### src/rtl/cfg_boot_pkg.sv
`timescale 1ns/1ps
package cfg_boot_pkg;

   typedef enum logic [1:0] {
      TW_START = 2'd0,
      TW_STOP  = 2'd1,
      TW_WRITE = 2'd2,
      TW_READ  = 2'd3
   } tw_cmd_e;

   typedef enum logic [3:0] {
      LD_IDLE, LD_START1, LD_DEVW, LD_WADDR, LD_START2, LD_DEVR,
      LD_READ, LD_SIG0, LD_SIG1, LD_ABORT, LD_FINISH, LD_DEFLT, LD_DONE
   } ld_state_e;

   // built-in default for image location a
   function automatic logic [7:0] cfg_default_byte(input int unsigned a);
      logic [7:0] m;
      m = 8'(a * 3);
      return m ^ 8'hA5;
   endfunction

endpackage

### src/rtl/cfg_twi_tick.sv
`timescale 1ns/1ps
module cfg_twi_tick #(
   parameter int unsigned QTR_CYC = 125
) (
   input  logic clk,
   input  logic rst_n,
   input  logic clear,
   output logic tick
);
   localparam int unsigned CW = (QTR_CYC > 1) ? $clog2(QTR_CYC) : 1;
   localparam logic [CW-1:0] LIM = CW'(QTR_CYC - 1);

   logic [CW-1:0] cnt;

   if (QTR_CYC < 1) begin : g_bad_div
      $error("cfg_twi_tick: QTR_CYC must be at least 1");
   end

   always_ff @(posedge clk or negedge rst_n) begin
      if (!rst_n) begin
         cnt <= '0;
      end else if (clear || cnt == LIM) begin
         cnt <= '0;
      end else begin
         cnt <= cnt + 1'b1;
      end
   end

   assign tick = !clear && (cnt == LIM);

endmodule

### src/rtl/cfg_twi_byte_engine.sv
`timescale 1ns/1ps
module cfg_twi_byte_engine
   import cfg_boot_pkg::*;
#(
   parameter int unsigned QTR_CYC = 125
) (
   input  logic       clk,
   input  logic       rst_n,
   input  logic       cmd_valid,
   input  tw_cmd_e    cmd,
   input  logic [7:0] tx_byte,
   input  logic       ack_out,
   output logic       ready,
   output logic       done,
   output logic [7:0] rx_byte,
   output logic       rx_ack,
   output logic       scl_o,
   output logic       sda_oe,
   input  logic       sda_in
);
   localparam int unsigned SLOTS   = 9;
   localparam int unsigned SLOT_W  = $clog2(SLOTS);
   localparam logic [SLOT_W-1:0] ACK_SLOT = SLOT_W'(SLOTS - 1);

   logic              busy;
   tw_cmd_e           cur;
   logic [SLOT_W-1:0] slot;
   logic [1:0]        ph;
   logic [7:0]        sh;
   logic              scl_h, oe_h;
   logic              tick;
   logic              is_data;
   logic              drv_low;
   logic              scl_c, oe_c;

   cfg_twi_tick #(.QTR_CYC(QTR_CYC)) u_tick (
      .clk   (clk),
      .rst_n (rst_n),
      .clear (!busy),
      .tick  (tick)
   );

   assign is_data = (cur == TW_WRITE) || (cur == TW_READ);

   always_comb begin
      if (cur == TW_WRITE) begin
         drv_low = (slot == ACK_SLOT) ? 1'b0 : !sh[7];
      end else begin
         drv_low = (slot == ACK_SLOT) ? ack_out : 1'b0;
      end
   end

   // phase waveform table: start and stop move SDA with SCL high on purpose
   always_comb begin
      scl_c = scl_h;
      oe_c  = oe_h;
      if (busy) begin
         unique case (cur)
            TW_START: begin
               scl_c = (ph == 2'd1) || (ph == 2'd2);
               oe_c  = (ph == 2'd2) || (ph == 2'd3);
            end
            TW_STOP: begin
               scl_c = (ph != 2'd0);
               oe_c  = (ph == 2'd0) || (ph == 2'd1);
            end
            default: begin
               scl_c = (ph == 2'd1) || (ph == 2'd2);
               oe_c  = drv_low;
            end
         endcase
      end
   end

   assign scl_o   = scl_c;
   assign sda_oe  = oe_c;
   assign ready   = !busy;
   assign rx_byte = sh;

   always_ff @(posedge clk or negedge rst_n) begin
      if (!rst_n) begin
         busy   <= 1'b0;
         cur    <= TW_START;
         slot   <= '0;
         ph     <= 2'd0;
         sh     <= 8'h00;
         scl_h  <= 1'b1;
         oe_h   <= 1'b0;
         done   <= 1'b0;
         rx_ack <= 1'b0;
      end else begin
         done <= 1'b0;
         if (busy) begin
            scl_h <= scl_c;
            oe_h  <= oe_c;
         end
         if (cmd_valid && !busy) begin
            busy <= 1'b1;
            cur  <= cmd;
            slot <= '0;
            ph   <= 2'd0;
            sh   <= (cmd == TW_WRITE) ? tx_byte : 8'h00;
         end else if (busy && tick) begin
            if (ph == 2'd2 && is_data) begin
               if (cur == TW_READ && slot != ACK_SLOT) begin
                  sh <= {sh[6:0], sda_in};
               end
               if (cur == TW_WRITE && slot == ACK_SLOT) begin
                  rx_ack <= !sda_in;
               end
            end
            if (ph == 2'd3) begin
               ph <= 2'd0;
               if (!is_data || slot == ACK_SLOT) begin
                  busy <= 1'b0;
                  done <= 1'b1;
               end else begin
                  slot <= slot + 1'b1;
                  if (cur == TW_WRITE) begin
                     sh <= {sh[6:0], 1'b0};
                  end
               end
            end else begin
               ph <= ph + 2'd1;
            end
         end
      end
   end

   // within one data or ack bit, SDA holds while SCL is high
   a_r6_sda_stable_scl_high: assert property (@(posedge clk) disable iff (!rst_n)
      (scl_o && $past(scl_o) && busy && $past(busy) && is_data) |-> $stable(sda_oe));

   // the sequencer never issues a command while one is running
   a_r3_cmd_when_idle: assert property (@(posedge clk) disable iff (!rst_n)
      cmd_valid |-> !busy);

   // completion is only reported in a phase where SCL is not left high mid-bit
   a_r9_done_after_busy: assert property (@(posedge clk) disable iff (!rst_n)
      done |-> ($past(busy) && !busy));

endmodule

### src/rtl/cfg_boot_loader.sv
`timescale 1ns/1ps
module cfg_boot_loader
   import cfg_boot_pkg::*;
#(
   parameter int unsigned NUM_BYTES       = 110,
   parameter logic [6:0]  DEV_ADDR        = 7'h50,
   parameter logic [7:0]  SIG_HI          = 8'h95,
   parameter logic [7:0]  SIG_LO          = 8'h00,
   parameter int unsigned QTR_CYC         = 125,
   parameter int unsigned WORD_ADDR_BYTES = 1,
   localparam int unsigned IDX_W          = $clog2(NUM_BYTES)
) (
   input  logic             clk,
   input  logic             rst_n,
   input  logic             start,
   input  logic             eeprom_mode,
   output logic             scl_o,
   output logic             sda_oe,
   input  logic             sda_in,
   output logic             cfg_we,
   output logic [IDX_W-1:0] cfg_addr,
   output logic [7:0]       cfg_data,
   output logic             done
);
   localparam logic [IDX_W-1:0] LAST  = IDX_W'(NUM_BYTES - 1);
   localparam int unsigned      WAB_W = 2;
   localparam logic [WAB_W-1:0] WAB_LAST = WAB_W'(WORD_ADDR_BYTES - 1);

   if (NUM_BYTES < 3) begin : g_bad_len
      $error("cfg_boot_loader: NUM_BYTES must cover the signature and data");
   end
   if (WORD_ADDR_BYTES < 1 || WORD_ADDR_BYTES > 2) begin : g_bad_wab
      $error("cfg_boot_loader: WORD_ADDR_BYTES must be 1 or 2");
   end
   if (NUM_BYTES > (1 << (8 * WORD_ADDR_BYTES))) begin : g_bad_span
      $error("cfg_boot_loader: image larger than the word address range");
   end

   ld_state_e        state;
   logic             pend;
   logic [IDX_W-1:0] idx;
   logic [WAB_W-1:0] wab;
   logic [7:0]       byte0, byte1;

   logic       eng_valid, eng_ready, eng_done, eng_ack;
   tw_cmd_e    eng_cmd;
   logic [7:0] eng_tx, eng_rx;
   logic       rd_ack, need_bus, sig_ok_now;

   assign sig_ok_now = (byte0 == SIG_HI) && (eng_rx == SIG_LO);

   always_comb begin
      need_bus = 1'b1;
      eng_cmd  = TW_START;
      eng_tx   = 8'h00;
      unique case (state)
         LD_START1, LD_START2: eng_cmd = TW_START;
         LD_DEVW:   begin eng_cmd = TW_WRITE; eng_tx = {DEV_ADDR, 1'b0}; end
         LD_WADDR:  begin eng_cmd = TW_WRITE; eng_tx = 8'h00; end
         LD_DEVR:   begin eng_cmd = TW_WRITE; eng_tx = {DEV_ADDR, 1'b1}; end
         LD_READ:   eng_cmd = TW_READ;
         LD_ABORT, LD_FINISH: eng_cmd = TW_STOP;
         default:   need_bus = 1'b0;
      endcase
   end

   // ACK decision is taken from the byte just shifted in, before the ack bit
   assign rd_ack = (idx != LAST) &&
                   !((idx == IDX_W'(1)) && !sig_ok_now);

   assign eng_valid = need_bus && eng_ready && !pend;

   cfg_twi_byte_engine #(.QTR_CYC(QTR_CYC)) u_eng (
      .clk       (clk),
      .rst_n     (rst_n),
      .cmd_valid (eng_valid),
      .cmd       (eng_cmd),
      .tx_byte   (eng_tx),
      .ack_out   (rd_ack),
      .ready     (eng_ready),
      .done      (eng_done),
      .rx_byte   (eng_rx),
      .rx_ack    (eng_ack),
      .scl_o     (scl_o),
      .sda_oe    (sda_oe),
      .sda_in    (sda_in)
   );

   always_ff @(posedge clk or negedge rst_n) begin
      if (!rst_n) begin
         state    <= LD_IDLE;
         pend     <= 1'b0;
         idx      <= '0;
         wab      <= '0;
         byte0    <= 8'h00;
         byte1    <= 8'h00;
         cfg_we   <= 1'b0;
         cfg_addr <= '0;
         cfg_data <= 8'h00;
         done     <= 1'b0;
      end else begin
         cfg_we <= 1'b0;
         if (eng_valid) pend <= 1'b1;
         if (eng_done)  pend <= 1'b0;
         unique case (state)
            LD_IDLE: if (start) begin
               idx   <= '0;
               state <= eeprom_mode ? LD_START1 : LD_DEFLT;
            end
            LD_START1: if (eng_done) state <= LD_DEVW;
            LD_DEVW: if (eng_done) begin
               wab   <= '0;
               state <= eng_ack ? LD_WADDR : LD_ABORT;
            end
            LD_WADDR: if (eng_done) begin
               if (!eng_ack)          state <= LD_ABORT;
               else if (wab == WAB_LAST) state <= LD_START2;
               else                   wab   <= wab + 1'b1;
            end
            LD_START2: if (eng_done) state <= LD_DEVR;
            LD_DEVR: if (eng_done) state <= eng_ack ? LD_READ : LD_ABORT;
            LD_READ: if (eng_done) begin
               if (idx == '0) begin
                  byte0 <= eng_rx;
                  idx   <= IDX_W'(1);
               end else if (idx == IDX_W'(1)) begin
                  byte1 <= eng_rx;
                  state <= sig_ok_now ? LD_SIG0 : LD_ABORT;
               end else begin
                  cfg_we   <= 1'b1;
                  cfg_addr <= idx;
                  cfg_data <= eng_rx;
                  if (idx == LAST) state <= LD_FINISH;
                  else             idx   <= idx + 1'b1;
               end
            end
            LD_SIG0: begin
               cfg_we   <= 1'b1;
               cfg_addr <= '0;
               cfg_data <= byte0;
               state    <= LD_SIG1;
            end
            LD_SIG1: begin
               cfg_we   <= 1'b1;
               cfg_addr <= IDX_W'(1);
               cfg_data <= byte1;
               idx      <= IDX_W'(2);
               state    <= LD_READ;
            end
            LD_ABORT: if (eng_done) begin
               idx   <= '0;
               state <= LD_DEFLT;
            end
            LD_FINISH: if (eng_done) state <= LD_DONE;
            LD_DEFLT: begin
               cfg_we   <= 1'b1;
               cfg_addr <= idx;
               cfg_data <= cfg_default_byte(int'(idx));
               if (idx == LAST) state <= LD_DONE;
               else             idx   <= idx + 1'b1;
            end
            LD_DONE: done <= 1'b1;
            default: state <= LD_IDLE;
         endcase
      end
   end

   // once raised, done holds until reset
   a_r8_done_sticky: assert property (@(posedge clk) disable iff (!rst_n)
      $past(done) |-> done);

   // no image write is seen once done is up
   a_r8_no_write_when_done: assert property (@(posedge clk) disable iff (!rst_n)
      cfg_we |-> !done);

   // every write lands inside the image
   a_r3_addr_in_range: assert property (@(posedge clk) disable iff (!rst_n)
      cfg_we |-> (cfg_addr <= LAST));

   // while defaults are written the bus sits idle
   a_r2_bus_quiet_defaults: assert property (@(posedge clk) disable iff (!rst_n)
      (state == LD_DEFLT) |-> (scl_o && !sda_oe));

endmodule

### config.mk
export PLATFORM = sky130hd
export DESIGN_NAME = cfg_boot_loader
export DESIGN_NICKNAME = d
export VERILOG_FILES = /design/src/rtl/cfg_boot_pkg.sv /design/src/rtl/cfg_twi_tick.sv /design/src/rtl/cfg_twi_byte_engine.sv /design/src/rtl/cfg_boot_loader.sv
export SDC_FILE = /design/constraint.sdc
export NUM_CORES = 1
export LEC_CHECK = 0
export ABC_CLOCK_PERIOD_IN_PS = 5750
export BUFFER_PORTS_ARGS = -buffer_cell sky130_fd_sc_hd__clkbuf_2
export CORE_MARGIN = 5
export CORE_UTILIZATION = 35
export CTS_BUF_LIST = sky130_fd_sc_hd__clkbuf_8
export DETAILED_ROUTE_END_ITERATION = 8
export PLACE_DENSITY_LB_ADDON = 0.12
export SYNTH_ARGS = -nofsm -noshare
export SYNTH_HDL_FRONTEND = slang
export SYNTH_SLANG_ARGS = --single-unit
### constraint.sdc
create_clock -name clk -period 5.75 [get_ports clk]
set_clock_uncertainty 0.15 [all_clocks]
set_input_delay 0.2875 -clock clk [delete_from_list [all_inputs] [get_ports clk]]
set_output_delay 0.2875 -clock clk [all_outputs]
set_load 0.05 [all_outputs]
# Word-level counts from Yosys, hierarchy flattened

Cells that the tools add are included.

Muxes and demuxes: 80
Reduce and logical (&&, ||, !) cells: 51
Eq/ne operators: 44
Bitwise logic cells: 4
$add $sub $neg: 5
Multiply operators: 1

Operator list:

| operator                                                        | count |
|---|---|
| 4-bit 2-to-1 mux                                                | 23 |
| 8-bit 2-to-1 mux                                                | 11 |
| 7-bit 2-to-1 mux                                                | 10 |
| 4-bit case mux with 13 select lines                             | 1 |
| 7-bit case mux with 5 select lines                              | 1 |
| 8-bit case mux with 4 select lines                              | 1 |
| 7-bit case mux with 4 select lines                              | 1 |
| 4-bit == test, second input constant                            | 6 |
| 1-bit 2-to-1 mux                                                | 20 |
| 2-bit by 1-bit != test with 1-bit output, second input constant | 10 |
| 4-bit by 3-bit == test with 1-bit output, second input constant | 4 |
| 8-bit case mux with 2 select lines                              | 1 |
| 7-bit by 1-bit adder with 7-bit output, second input constant   | 2 |
| 7-bit == test, second input constant                            | 2 |
| 2-bit 2-to-1 mux                                                | 7 |
| 14-bit AND reduction                                            | 1 |
| 4-bit AND reduction                                             | 3 |
| 2-bit nonzero test                                              | 6 |
| 1-bit logical AND                                               | 11 |
| 2-bit == test, second input constant                            | 5 |
| 2-bit != test, second input constant                            | 5 |
| 5-bit AND reduction                                             | 2 |
| 3-bit != test, second input constant                            | 3 |
| 3-bit AND reduction                                             | 3 |
| other kinds (26)                                                | 46 |

Word-level logic and storage cells: 205
Flip-flop bits (word level): 75
Input bits: 5

# Depth between registers and ports, before layout

Gate-level depths: netlist of the first run.

Depth in word-level cells: 10
Depth in mapped cells: 8

# Cells and area by module

From an unflattened synthesis of the first run, not the netlist that was laid out.

Cells, all modules: 480
Area total of the unflattened synthesis: 4650.7 sq um

By module, submodules not included:

| module              | seq. area each (sq um) | cells each | area each (sq um) | instances |
|---|---|---|---|---|
| cfg_boot_loader     | 1176.1                 | 327        | 3095.5            | 1 |
| cfg_twi_byte_engine | 526.8                  | 117        | 1206.2            | 1 |
| cfg_twi_tick        | 175.2                  | 36         | 349.1             | 1 |

# Worst setup path before layout of the first run

OpenSTA, ideal clock, no wires.

Path type: register -> output
From: reg idx[2]
To: out sda_oe
Stages on the path, launching flop included: 9
Buffers on the path: 2
Data required time: 5.313 ns
Setup slack: 3.032 ns
Arrival time: 2.280 ns
Cell sequence: dfrtp_1 > ha_1 > buf_2 > nand4_1 > clkbuf_1 > nand3_1 > a21oi_1 > nor3_1 > a21oi_1

Cells in the longest elaborated chain, start to end: 8
Elaborated cells on any way between the ends: 9

RTL lines:

| element                                  | line                      | source |
|---|---|---|
| start: declaration                       | cfg_boot_loader.sv:41     | `logic [IDX_W-1:0] idx;` |
| start signal: assignment                 | cfg_boot_loader.sv:134    | `else idx <= idx + 1'b1;` |
| start signal: assignment                 | cfg_boot_loader.sv:160    | `else idx <= idx + 1'b1;` |
| 7-bit by 1-bit == test with 1-bit output | cfg_boot_loader.sv:69     | `!((idx == IDX_W'(1)) && !sig_ok_now);` |
| 1-bit logical AND                        | cfg_boot_loader.sv:69     |  |
| 1-bit zero test                          | cfg_boot_loader.sv:69     |  |
| 1-bit logical AND (*)                    | cfg_boot_loader.sv:68     | `assign rd_ack = (idx != LAST) &&` |
| 1-bit 2-to-1 mux (*)                     | cfg_twi_byte_engine.sv:49 | `drv_low = (slot == ACK_SLOT) ? ack_out : 1'b0;` |
| 1-bit 2-to-1 mux (*)                     | cfg_twi_byte_engine.sv:46 | `if (cur == TW_WRITE) begin` |
| 1-bit case mux with 2 select lines (*)   | cfg_twi_byte_engine.sv:58 | `unique case (cur)` |
| 1-bit 2-to-1 mux (*)                     | cfg_twi_byte_engine.sv:57 | `if (busy) begin` |
| end: declaration                         | cfg_boot_loader.sv:18     | `output logic sda_oe,` |

Mark *: on every way between the ends. The rest lies on a longest branch, timed or not.

# Worst setup path in the final report of the first run

Same ends and word-level chain as after synthesis.

==> metrics.log, run 1 <==
[metrics] Critical Path Start: idx[2]
[metrics] Fmax achieved: 308 MHz
[metrics] Overflow after GRT: 0
[metrics] multiplexer share of the synthesized area: 0.0636
[metrics] leading register cell type out of synthesis: sky130_fd_sc_hd__dfrtp_1
[metrics] maximum fanout along the worst path: 12
[metrics] area share of and/or/nand/nor cells after synthesis: 0.187
[metrics] crit path launch type: flop
[metrics] least setup slack across all paths after layout: 2500 ps
[metrics] relative area change from synthesis to final layout: 7.74%
[metrics] total count of max-transition violations in the final report: 0
[metrics] power density over the cells: 198 nW/um^2
[metrics] critical path required time: 5310 ps
[metrics] post-synthesis net count: 499
[metrics] Critical Path Slowest Stage Cell: sky130_fd_sc_hd__nand4_1
[metrics] DP Wirelength: 7.41 mm
[metrics] # diodes: 0
[metrics] compound-cell area share of the yosys netlist: 0.181
[metrics] Static Leakage: 0.00207 uW
[metrics] number of routed nets with antenna violations: 0
[metrics] total buffers and inverters traversed by the critical path: 1
[metrics] Worst-path clk slew: 90 ps
[metrics] GRT Total Usage: 0.153
[metrics] clock tree buffer depth: 2
[metrics] detailed-router iteration count before antenna repair: 4
[metrics] critical register-to-register path startpoint: state[2]
[metrics] via count: 3,484
[metrics] antenna violations before repair: 0
[metrics] type of the most critical hold path: reg -> reg
[metrics] sequential share of the synthesized area: 0.415
[metrics] largest net degree at the start of global routing: 76
[metrics] final hold violations: 0
[metrics] number of maximum-capacitance constraint violations: 0
[metrics] # setup viols final: 0
[metrics] starting density of the core: 0.357
[metrics] cells along the critical path: ha_1 > nand4_1 > nand3_1 > a21oi_1 > nor3_1 > a21oi_1 > clkbuf_2
[metrics] Initial DRC Count: 252
[metrics] post-layout net count: 507
[metrics] async set or reset register ratio after synthesis: 1.00
[metrics] number of enable-type register cells in the synthesized netlist: 0
[metrics] slew of the pin with the lowest slew margin: 1140 ps
[metrics] Num CTS Buffers: 9
[metrics] clock tree from TritonCTS: done
[metrics] combinational family with the most area after synthesis: simple AND/OR/NAND/NOR gates
[metrics] number of instances resized during post-cts repair: 0
[metrics] H-Tree Level Count: 3
[metrics] critical path endpoint: sda_oe
[metrics] final weighted congestion in routability-driven placement: 0.840
[metrics] total of flip-flops plus latches after synthesis: 75
[metrics] DR WL/cell: 16.4 um
[metrics] overall routed net length: 10.8 mm
[metrics] summed instance area of the synthesized netlist: 4530 sq um
[metrics] die span in x: 124 um
[metrics] later-pin clock latency in the skew report: 380 ps
[metrics] share of the clock period used by the worst path: 0.565
[metrics] number of standard-cell rows in the floorplan: 41
[metrics] Design Area, Final: 4880 sq um
[metrics] number of I/O pins: 24
[metrics] number of cells after detailed placement: 640
[metrics] Adder-Cell Fraction of Synth Area: 0.0597
[metrics] total chip power: 968 uW
[metrics] via/cell ratio: 5.29
[metrics] setup bufs post-CTS: 0
[metrics] placeable core area: 12,700 sq um
[metrics] number of sinks on the clock net: 75
[metrics] final setup TNS: 0 ps
[metrics] worst relative slew slack: 0.242
[metrics] minimum clock period: 3250 ps
[metrics] capture point of the worst reg-to-reg path: cfg_data[4]
[metrics] die area: 15,300 sq um
[metrics] gate family responsible for the most delay along the worst path: simple AND/OR/NAND/NOR gates
[metrics] worst reg-to-reg path cell count: 4
[metrics] cell count after synthesis: 473
[metrics] filler cell count: 1,270
[metrics] Mapped Avg Cell Area: 9.57 sq um
[metrics] synth unique cells: 70
[metrics] number of gates on the worst path with buffers counted: 7
[metrics] number of global-route vias before repair: 3,408
[metrics] Final Instance Count excl. Fillers: 658
[metrics] y dimension of the die: 124 um
[metrics] share of post-route cells with drive strength above 1: 0.154
[metrics] kind of critical path: reg -> out
[metrics] flop-to-flop setup slack: 2730 ps
[metrics] type of destination of the critical path: output pin
[metrics] synth warn: 0
[metrics] post-placement setup slack: 2740 ps
[metrics] DRC violations left: 0
[metrics] Arr. time, crit path: 2810 ps
[metrics] root buffer cell: sky130_fd_sc_hd__clkbuf_8
[metrics] RSZ-0062 raised after global routing: no
[metrics] worst stage delay on the critical path: 600 ps
[metrics] first-pass GRT wire length: 18.1 mm
[metrics] worst supply voltage drop on vdd: 0.150 mV
[metrics] status: completed
[metrics] xor/xnor cell area share of the yosys netlist: 0.0213
[metrics] placed cell area: 4660 sq um
[metrics] cell seen most often among critical-path stages: sky130_fd_sc_hd__a21oi_1
[metrics] count of port buffers added during placement: 23
[sequential cells by signal, indices dropped and copies added (netlist names)]
signal and flops:
byte0 8, byte1 8, cfg_addr 7, cfg_data 8
cfg_we 1, done 1, idx 7, pend 1
state 4, u_eng.busy 1, u_eng.cur 2, u_eng.done 1
u_eng.oe_h 1, u_eng.ph 2, u_eng.rx_ack 1, u_eng.rx_byte 8
u_eng.scl_h 1, u_eng.slot 4, u_eng.u_tick.cnt 7, wab 2
[cell families after synthesis]
group	after synthesis
flip-flops	75
adder cells (fa/ha/maj)	21
AND/OR/NAND/NOR	157
AO/OA/AOI/OAI	124
buffers and inverters	60
XOR/XNOR	11
multiplexers	25
[how the worst min path moves through the flow]
stage / from / end / slack, ps / depth (start not counted)
2_1_floorplan: rst_n / byte0[0] / -160 / 0
5_1_grt: done / done / 380 / 1
4_1_cts: done / done / 340 / 1
3_3_place_gp: done / done / 320 / 1
3_5_place_dp: done / done / 320 / 1
6_report: done / done / 330 / 1
[through the flow]
stage / utilization / hold WS (ps)
after floorplan: - / -158
after global placement: 0.367 / 319
after detailed placement: 0.367 / 320
after CTS: 0.385 / 344
after global routing: 0.385 / 384
final: 0.385 / 334
[cell usage after synthesis (6+ instances only)]
cell type | number | area, sq um
sky130_fd_sc_hd__nand3_1 | 25 | 125
sky130_fd_sc_hd__a31oi_1 | 7 | 43.8
sky130_fd_sc_hd__inv_1 | 31 | 116
sky130_fd_sc_hd__o22ai_1 | 6 | 37.5
sky130_fd_sc_hd__dfrtp_1 | 74 | 1850
sky130_fd_sc_hd__o21ai_0 | 25 | 125
sky130_fd_sc_hd__nand2_1 | 37 | 139
sky130_fd_sc_hd__buf_6 | 8 | 90.1
sky130_fd_sc_hd__nor3_1 | 12 | 60.1
sky130_fd_sc_hd__a211oi_1 | 6 | 45.0
sky130_fd_sc_hd__ha_1 | 20 | 250
sky130_fd_sc_hd__mux2_2 | 18 | 203
sky130_fd_sc_hd__o21ai_1 | 14 | 70.1
sky130_fd_sc_hd__nor2_1 | 31 | 116
sky130_fd_sc_hd__nand2b_1 | 8 | 50.1
sky130_fd_sc_hd__a21oi_1 | 24 | 120
sky130_fd_sc_hd__xor2_1 | 6 | 52.6
sky130_fd_sc_hd__buf_2 | 9 | 45.0
[metal layers]
metal	part of all wire	wire, um	track usage
met1	0.48	5130	0.207
met2	0.47	5090	0.238
met3	0.034	365	0.0427
met4	0.016	168	0.0443
met5	0	0	0
[layout make-up]
type / count / area, sq um / area share
multi-input cells: 338 / 2320 / 0.476
flip-flops and latches: 75 / 1880 / 0.385
well taps: 172 / 215 / 0.0441
repair buffers: 26 / 145 / 0.0298
clock buffers: 10 / 138 / 0.0282
inverters: 31 / 116 / 0.0239
clock inverters: 6 / 63.8 / 0.0131
[layout by cell type, fill, tap and decap left out, types with 5 or more instances in the layout]
cell type,n
sky130_fd_sc_hd__a211oi_1,6
sky130_fd_sc_hd__a21oi_1,24
sky130_fd_sc_hd__a31oi_1,7
sky130_fd_sc_hd__and3_1,5
sky130_fd_sc_hd__and4b_1,5
sky130_fd_sc_hd__clkbuf_2,22
sky130_fd_sc_hd__clkbuf_8,10
sky130_fd_sc_hd__dfrtp_1,74
sky130_fd_sc_hd__ha_1,20
sky130_fd_sc_hd__inv_1,31
sky130_fd_sc_hd__mux2_2,18
sky130_fd_sc_hd__nand2_1,37
sky130_fd_sc_hd__nand2b_1,8
sky130_fd_sc_hd__nand3_1,25
sky130_fd_sc_hd__nand4_1,5
sky130_fd_sc_hd__nor2_1,31
sky130_fd_sc_hd__nor3_1,12
sky130_fd_sc_hd__o21ai_0,25
sky130_fd_sc_hd__o21ai_1,14
sky130_fd_sc_hd__o22a_1,5
sky130_fd_sc_hd__o22ai_1,6
sky130_fd_sc_hd__xnor2_1,5
sky130_fd_sc_hd__xor2_1,6
[repair_timing]
action,4_1_cts,5_1_grt
endpoints found under the setup margin,0,0
hold endpoints to repair,75,0
hold buffers,2,0
[power breakdown]
group	internal (uW)	leakage (uW)	total, uW	switching (uW)
Combinational	2.33	0.000957	13.7	11.4
Sequential	527	0.00101	527	0
Clock	212	0.0000987	427	215
Total	741	0.00207	968	227
Note: power is estimated with default switching activity, not from simulation.
==> inputs of run 2 (changes only) <==
ABC_CLOCK_PERIOD_IN_PS = 2700   (was 5750)
clock period = 2.7 ns   (was 5.75 ns; I/O delays follow)
==> run 2 against run 1 <==
Against the previous run:
- via count grew 2.4%
- sequential share of layout area shrank 0.65 points
- first-iteration DRC count shrank 7.5%
- die area is the same
- global-route usage grew 0.15 points
- critical path type unchanged
- clock power grew 94%
- register-to-register slack lost 2500 ps
- non-clock buffer count grew 13
- final cell count grew 2.0%
- total power grew 100%
- setup slack lost 2300 ps
- hold slack lost 83 ps
==> metrics.log, run 2 (synthesized netlist as in run 1, its figures left out) <==
[metrics] status: completed
[metrics] number of maximum-capacitance constraint violations: 0 (unchanged)
[metrics] RSZ-0062 raised after global routing: no
[metrics] first-pass GRT wire length: 18.2 mm (+0.19%)
[metrics] share of post-route cells with drive strength above 1: 0.180 (+0.0260)
[metrics] final setup TNS: 0 ps (unchanged)
[metrics] root buffer cell: sky130_fd_sc_hd__clkbuf_8
[metrics] total chip power: 1980 uW (+100%)
[metrics] number of standard-cell rows in the floorplan: 41 (unchanged)
[metrics] power density over the cells: 399 nW/um^2 (+100%)
[metrics] cells along the critical path: inv_1 > ha_1 > and4b_2 > a21oi_1 > nor3_1 > a21oi_1 > clkbuf_2
[metrics] Internal Power: 1470 uW (+99%)
[metrics] y dimension of the die: 124 um (unchanged)
[metrics] minimum clock period: 2530 ps
[metrics] number of global-route vias before repair: 3,462 (+1.6%)
[metrics] DR WL/cell: 16.2 um (-0.87%)
[metrics] share of total power consumed by net switching: 0.255 (+0.0204)
[metrics] via/cell ratio: 5.31 (+0.37%)
[metrics] net switching component of the power: 504 uW (+120%)
[metrics] overall routed net length: 10.9 mm (+1.1%)
[metrics] total buffers and inverters traversed by the critical path: 2 (+1)
[metrics] gate family responsible for the most delay along the worst path: simple AND/OR/NAND/NOR gates
[metrics] Worst-path clk slew: 90 ps (about the same)
[metrics] relative area change from synthesis to final layout: 9.59%
[metrics] least setup slack across all paths after layout: 175 ps (-2330 ps)
[metrics] die area: 15,300 sq um (unchanged)
[metrics] GRT Total Usage: 0.154 (+0.00150)
[metrics] critical path required time: 2410 ps (-2900 ps)
[metrics] DRC violations left: 0 (unchanged)
[metrics] die span in x: 124 um (unchanged)
[metrics] slew of the pin with the lowest slew margin: 996 ps (-141 ps)
[metrics] total count of max-transition violations in the final report: 0 (unchanged)
[metrics] # diodes: 0 (unchanged)
[metrics] number of sinks on the clock net: 75 (unchanged)
[metrics] detailed-router iteration count before antenna repair: 4 (unchanged)
[metrics] worst supply voltage drop on vdd: 0.285 mV (+90%)
[metrics] Fmax achieved: 396 MHz
[metrics] clock tree buffer depth: 2 (unchanged)
[metrics] count of port buffers added during placement: 23 (unchanged)
[metrics] Arr. time, crit path: 2240 ps (-570 ps)
[metrics] largest net degree at the start of global routing: 76 (unchanged)
[metrics] clock tree from TritonCTS: done
[metrics] type of the most critical hold path: in -> reg
[metrics] Static Leakage: 0.00211 uW (+2.0%)
[metrics] number of I/O pins: 24 (unchanged)
[metrics] combinational fraction of design power: 0.015 (about the same)
[metrics] Num CTS Buffers: 9 (unchanged)
[metrics] starting density of the core: 0.357 (unchanged)
[metrics] Critical Path Slowest Stage Cell: sky130_fd_sc_hd__dfrtp_1
[metrics] worst stage delay on the critical path: 470 ps (-130 ps)
[metrics] type of destination of the critical path: output pin
[metrics] number of routed nets with antenna violations: 0 (unchanged)
[metrics] share of power burned in the clock network: 0.418 (-0.023)
[metrics] cell seen most often among critical-path stages: sky130_fd_sc_hd__a21oi_1
[metrics] final hold violations: 0 (unchanged)
[metrics] DP Wirelength: 7.65 mm (+3.2%)
[metrics] Design Area, Final: 4960 sq um (+1.7%)
[metrics] final weighted congestion in routability-driven placement: 0.818 (-2.7%)
[metrics] post-placement setup slack: 289 ps (-2450 ps)
[metrics] via count: 3,566 (+2.4%)
[metrics] # setup viols final: 0 (unchanged)
[metrics] antenna violations before repair: 0 (unchanged)
[metrics] post-layout net count: 520 (+2.6%)
[metrics] kind of critical path: reg -> out
[metrics] maximum fanout along the worst path: 6 (-6)
[metrics] share of the clock period used by the worst path: 0.935
[metrics] highest-count cells in the layout ignoring fill and taps: 74 x sky130_fd_sc_hd__dfrtp_1, 37 x sky130_fd_sc_hd__nand2_1, 31 x sky130_fd_sc_hd__inv_1, 31 x sky130_fd_sc_hd__nor2_1
[metrics] Initial DRC Count: 233 (-7.5%)
[metrics] H-Tree Level Count: 3 (unchanged)
[metrics] worst relative slew slack: 0.336 (+0.0938)
[metrics] placed cell area: 4750 sq um (+1.9%)
[metrics] worst hold-check slack: 251 ps (-82.7 ps)
[metrics] sequential share of power: 0.567 (+0.023)
[metrics] Overflow after GRT: 0 (unchanged)
[metrics] later-pin clock latency in the skew report: 370 ps (about the same)
[metrics] placeable core area: 12,700 sq um (unchanged)
[metrics] commonest non-fill, non-tap cell in the layout: sky130_fd_sc_hd__dfrtp_1
[metrics] crit path launch type: flop
==> run 2: per-stage QoR <==
step / utilization / instances
3_3_place_gp: 0.375 / 652
3_5_place_dp: 0.375 / 652
4_1_cts: 0.391 / 670
6_report: 0.392 / 671
2_1_floorplan: - / 473
5_1_grt: 0.392 / 671
==> run 2: area by class of cell <==
type                       instances  area (sq um)
clock buffer                       9           124
clock inverter                     7          60.1
fill                            1312          7710
inverter                          31           116
multi-input combinational        338          2320
sequential                        75          1880
tap                              172           215
timing repair buffer              39           243
==> run 2: power groups by stage <==
| stage | registers, uW | clock network (uW) | logic (uW) |
|---|---|---|---|
| after floorplan | 1140 | 0 | 1.09 |
| after global placement | 1140 | 0 | 29.6 |
| after detailed placement | 1140 | 0 | 29.1 |
| after CTS | 1120 | 861 | 31.4 |
| after global routing | 1120 | 909 | 35.6 |
| final | 1120 | 827 | 29.1 |
==> run 2: final timing paths <==
kind / cells after the start / from / end / slack [ps]
max in group asynchronous: 2 / rst_n / cfg_data[4] / 1420
min in group asynchronous: 2 / rst_n / state[3] / 310
min: 5 / eeprom_mode / state[3] / 250
max reg2reg: 7 / idx[0] / cfg_data[7] / 230
min reg2reg: 1 / done / done / 350
max: 7 / idx[2] / sda_oe / 170
==> run 2: what timing repair did <==
item,4_1_cts,5_1_grt
hold buffers,2,0
setup buffers,0,1
resized for setup,0,2
hold endpoints to repair,76,0
setup endpoints to repair,0,1
==> run 2: worst reg2reg max path, cell delays in order (launching register included) <==
cell	delay [ps]
sky130_fd_sc_hd__dfrtp_1	500
sky130_fd_sc_hd__ha_1	380
sky130_fd_sc_hd__fa_1	290
sky130_fd_sc_hd__a211oi_1	80
sky130_fd_sc_hd__nor2_1	210
sky130_fd_sc_hd__nor3_1	80
sky130_fd_sc_hd__o311ai_0	480
sky130_fd_sc_hd__a31oi_1	140
==> run 2: routing by layer <==
layer | track usage | share of wire
met5 | 0 | 0
met4 | 0.0394 | 0.0089
met3 | 0.0368 | 0.034
met2 | 0.256 | 0.48
met1 | 0.202 | 0.48
==> inputs of run 3 (changes only) <==
ABC_CLOCK_PERIOD_IN_PS = 2500   (was 2700)
CAP_MARGIN = 20   (was default)
clock period = 2.5 ns   (was 2.7 ns; I/O delays follow)
==> run 3 against run 2 <==
Against the previous run:
- count of clock-buffer cells in the layout is 1 higher
- flip-flop and latch count is the same
- final cell count rose by 2.5%
- via count increased by 1.7%
- sequential share of layout area decreased by 1.4 points
- first-iteration DRC count down 24%
- core utilization rose by 1.6 points
- cell area rose by 4.0%
- routed wire length up 3.4%
- non-clock buffer count rose by 17
- global-route usage up 0.66 points
- largest power group unchanged
==> metrics.log, run 3 (synthesized netlist as in run 1, its figures left out) <==
[metrics] post-layout net count: 537 (+3.3%)
[metrics] number of standard-cell rows in the floorplan: 41 (unchanged)
[metrics] capture point of the worst reg-to-reg path: cfg_data[5]
[metrics] # diodes: 0 (unchanged)
[metrics] filler cell count: 1,284 (-2.1%)
[metrics] minimum clock period: 2360 ps
[metrics] number of sinks on the clock net: 75 (unchanged)
[metrics] Critical Path Start: idx[4]
[metrics] kind of critical path: reg -> out
[metrics] die span in x: 124 um (unchanged)
[metrics] root buffer cell: sky130_fd_sc_hd__clkbuf_8
[metrics] antenna violations before repair: 0 (unchanged)
[metrics] largest net degree at the start of global routing: 76 (unchanged)
[metrics] type of the most critical hold path: in -> reg
[metrics] worst stage delay on the critical path: 440 ps (-30 ps)
[metrics] critical path endpoint: sda_oe
[metrics] Num CTS Buffers: 9 (unchanged)
[metrics] cell seen most often among critical-path stages: sky130_fd_sc_hd__a21oi_2
[metrics] Fmax achieved: 424 MHz
[metrics] highest-count cells in the layout ignoring fill and taps: 72 x sky130_fd_sc_hd__dfrtp_1, 37 x sky130_fd_sc_hd__nand2_1, 32 x sky130_fd_sc_hd__inv_1
[metrics] flop-to-flop setup slack: 160 ps (-70 ps)
[metrics] Initial DRC Count: 176 (-24%)
[metrics] worst relative slew slack: 0.497 (+0.160)
[metrics] number of global-route vias before repair: 3,660 (+5.7%)
[metrics] starting density of the core: 0.357 (unchanged)
[metrics] Arr. time, crit path: 2080 ps (-160 ps)
[metrics] DRC violations left: 0 (unchanged)
[metrics] GRT Total Usage: 0.161 (+0.00661)
[metrics] worst reg-to-reg path cell count: 7 (unchanged)
[metrics] final core utilization: 0.407 (+0.0158)
[metrics] later-pin clock latency in the skew report: 360 ps (about the same)
[metrics] y dimension of the die: 124 um (unchanged)
[metrics] via count: 3,628 (+1.7%)
[metrics] type of destination of the critical path: output pin
[metrics] area used by multi-input combinational logic: 2340 sq um (+0.54%)
[metrics] total chip power: 2230 uW (+13%)
[metrics] overall routed net length: 11.2 mm (+3.4%)
[metrics] final setup TNS: 0 ps (unchanged)
[metrics] H-Tree Level Count: 3 (unchanged)
[metrics] clock tree from TritonCTS: done
[metrics] crit path launch type: flop
[metrics] critical path required time: 2230 ps (-180 ps)
[metrics] Design Area, Final: 5160 sq um (+4.0%)
[metrics] commonest non-fill, non-tap cell in the layout: sky130_fd_sc_hd__dfrtp_1
[metrics] Static Leakage: 0.00221 uW (+4.9%)
[metrics] cells along the critical path: inv_1 > ha_1 > and4b_2 > a21oi_2 > nor3_2 > a21oi_2 > clkbuf_4
[metrics] relative area change from synthesis to final layout: 14.0%
[metrics] final weighted congestion in routability-driven placement: 0.847 (+3.6%)
[metrics] Worst-path clk slew: 80 ps (about the same)
[metrics] slew of the pin with the lowest slew margin: 751 ps (-245 ps)
[metrics] die area: 15,300 sq um (unchanged)
[metrics] via/cell ratio: 5.27 (-0.78%)
[metrics] # setup viols final: 0 (unchanged)
[metrics] critical register-to-register path startpoint: idx[0]
[metrics] final hold violations: 0 (unchanged)
[metrics] worst hold-check slack: 229 ps (-22.3 ps)
[metrics] first-pass GRT wire length: 19.1 mm (+5.4%)
[metrics] total count of max-transition violations in the final report: 0 (unchanged)
[metrics] share of post-route cells with drive strength above 1: 0.213 (+0.0328)
[metrics] clock tree buffer depth: 2 (unchanged)
[metrics] power density over the cells: 433 nW/um^2 (+8.6%)
[metrics] DR WL/cell: 16.3 um (+0.80%)
[metrics] number of routed nets with antenna violations: 0 (unchanged)
[metrics] Critical Path Slowest Stage Cell: sky130_fd_sc_hd__dfrtp_1
[metrics] number of maximum-capacitance constraint violations: 0 (unchanged)
[metrics] detailed-router iteration count before antenna repair: 4 (unchanged)
[metrics] placeable core area: 12,700 sq um (unchanged)
[metrics] share of the clock period used by the worst path: 0.942
[metrics] status: completed
[metrics] DP Wirelength: 8.07 mm (+5.5%)
[metrics] Overflow after GRT: 0 (unchanged)
[metrics] number of I/O pins: 24 (unchanged)
[metrics] RSZ-0062 raised after global routing: no
[metrics] placed cell area: 4870 sq um (+2.7%)
[metrics] maximum fanout along the worst path: 5 (-1)
[metrics] worst supply voltage drop on vdd: 0.235 mV (-18%)
[metrics] count of port buffers added during placement: 23 (unchanged)
[metrics] register area: 1880 sq um (+0.13%)
## run 3: power by group
group	internal [uW]	switching, uW
Clock	488	496
Combinational	10.9	27.3
Sequential	1210	0
## run 3: critical path: cells and delay by family (launching register included)
family | cells | cell delay (ps)
AND/OR/NAND/NOR | 2 | 360
buffers and inverters | 2 | 340
adder cells (fa/ha/maj) | 1 | 250
AO/OA/AOI/OAI | 2 | 340
flip-flops | 1 | 440
## run 3: through the flow
step           std cells  worst slack [ps]
2_1_floorplan        473               246
4_1_cts              686              25.6
5_1_grt              688              21.1
6_report             688               144
3_5_place_dp         667               191
3_3_place_gp         667               259
## run 3: area by class of cell
| cell class | instances | share of cell area |
|---|---|---|
| Sequential cell | 75 | 0.364 |
| Tap cell | 172 | 0.0417 |
| Timing Repair Buffer | 56 | 0.0790 |
| Clock inverter | 6 | 0.0128 |
| Inverter | 31 | 0.0225 |
| Multi-Input combinational cell | 338 | 0.453 |
| Clock buffer | 10 | 0.0267 |
## run 3: timing repair
action / 4_1_cts / 5_1_grt
hold buffers: 2 / 1
resized for setup: 4 / 3
setup endpoints to repair: 1 / 4
endpoints found under the hold margin: 76 / 7
buffers inserted: 1 / 0
pin swaps: 1 / 1
## run 3: how the worst min path moves through the flow
stage,start,endpoint,slack (ps),depth (start not counted)
after floorplan,rst_n,byte0[0],-320,0
after global placement,rst_n,done,210,1
after detailed placement,sda_in,u_eng.rx_ack,200,2
after CTS,eeprom_mode,state[1],200,5
after global routing,eeprom_mode,state[1],270,5
final,eeprom_mode,state[1],230,5
## run 3: metal layers
metal | global-route usage | routed length, um | part of all wire | vias to the layer above
met5 | 0 | 0 | 0 | -
met4 | 0.0602 | 204 | 0.018 | 0
met3 | 0.0259 | 389 | 0.035 | 16
met2 | 0.254 | 5230 | 0.46 | 53
met1 | 0.221 | 5420 | 0.48 | 1777
li1 | - | - | - | 1782
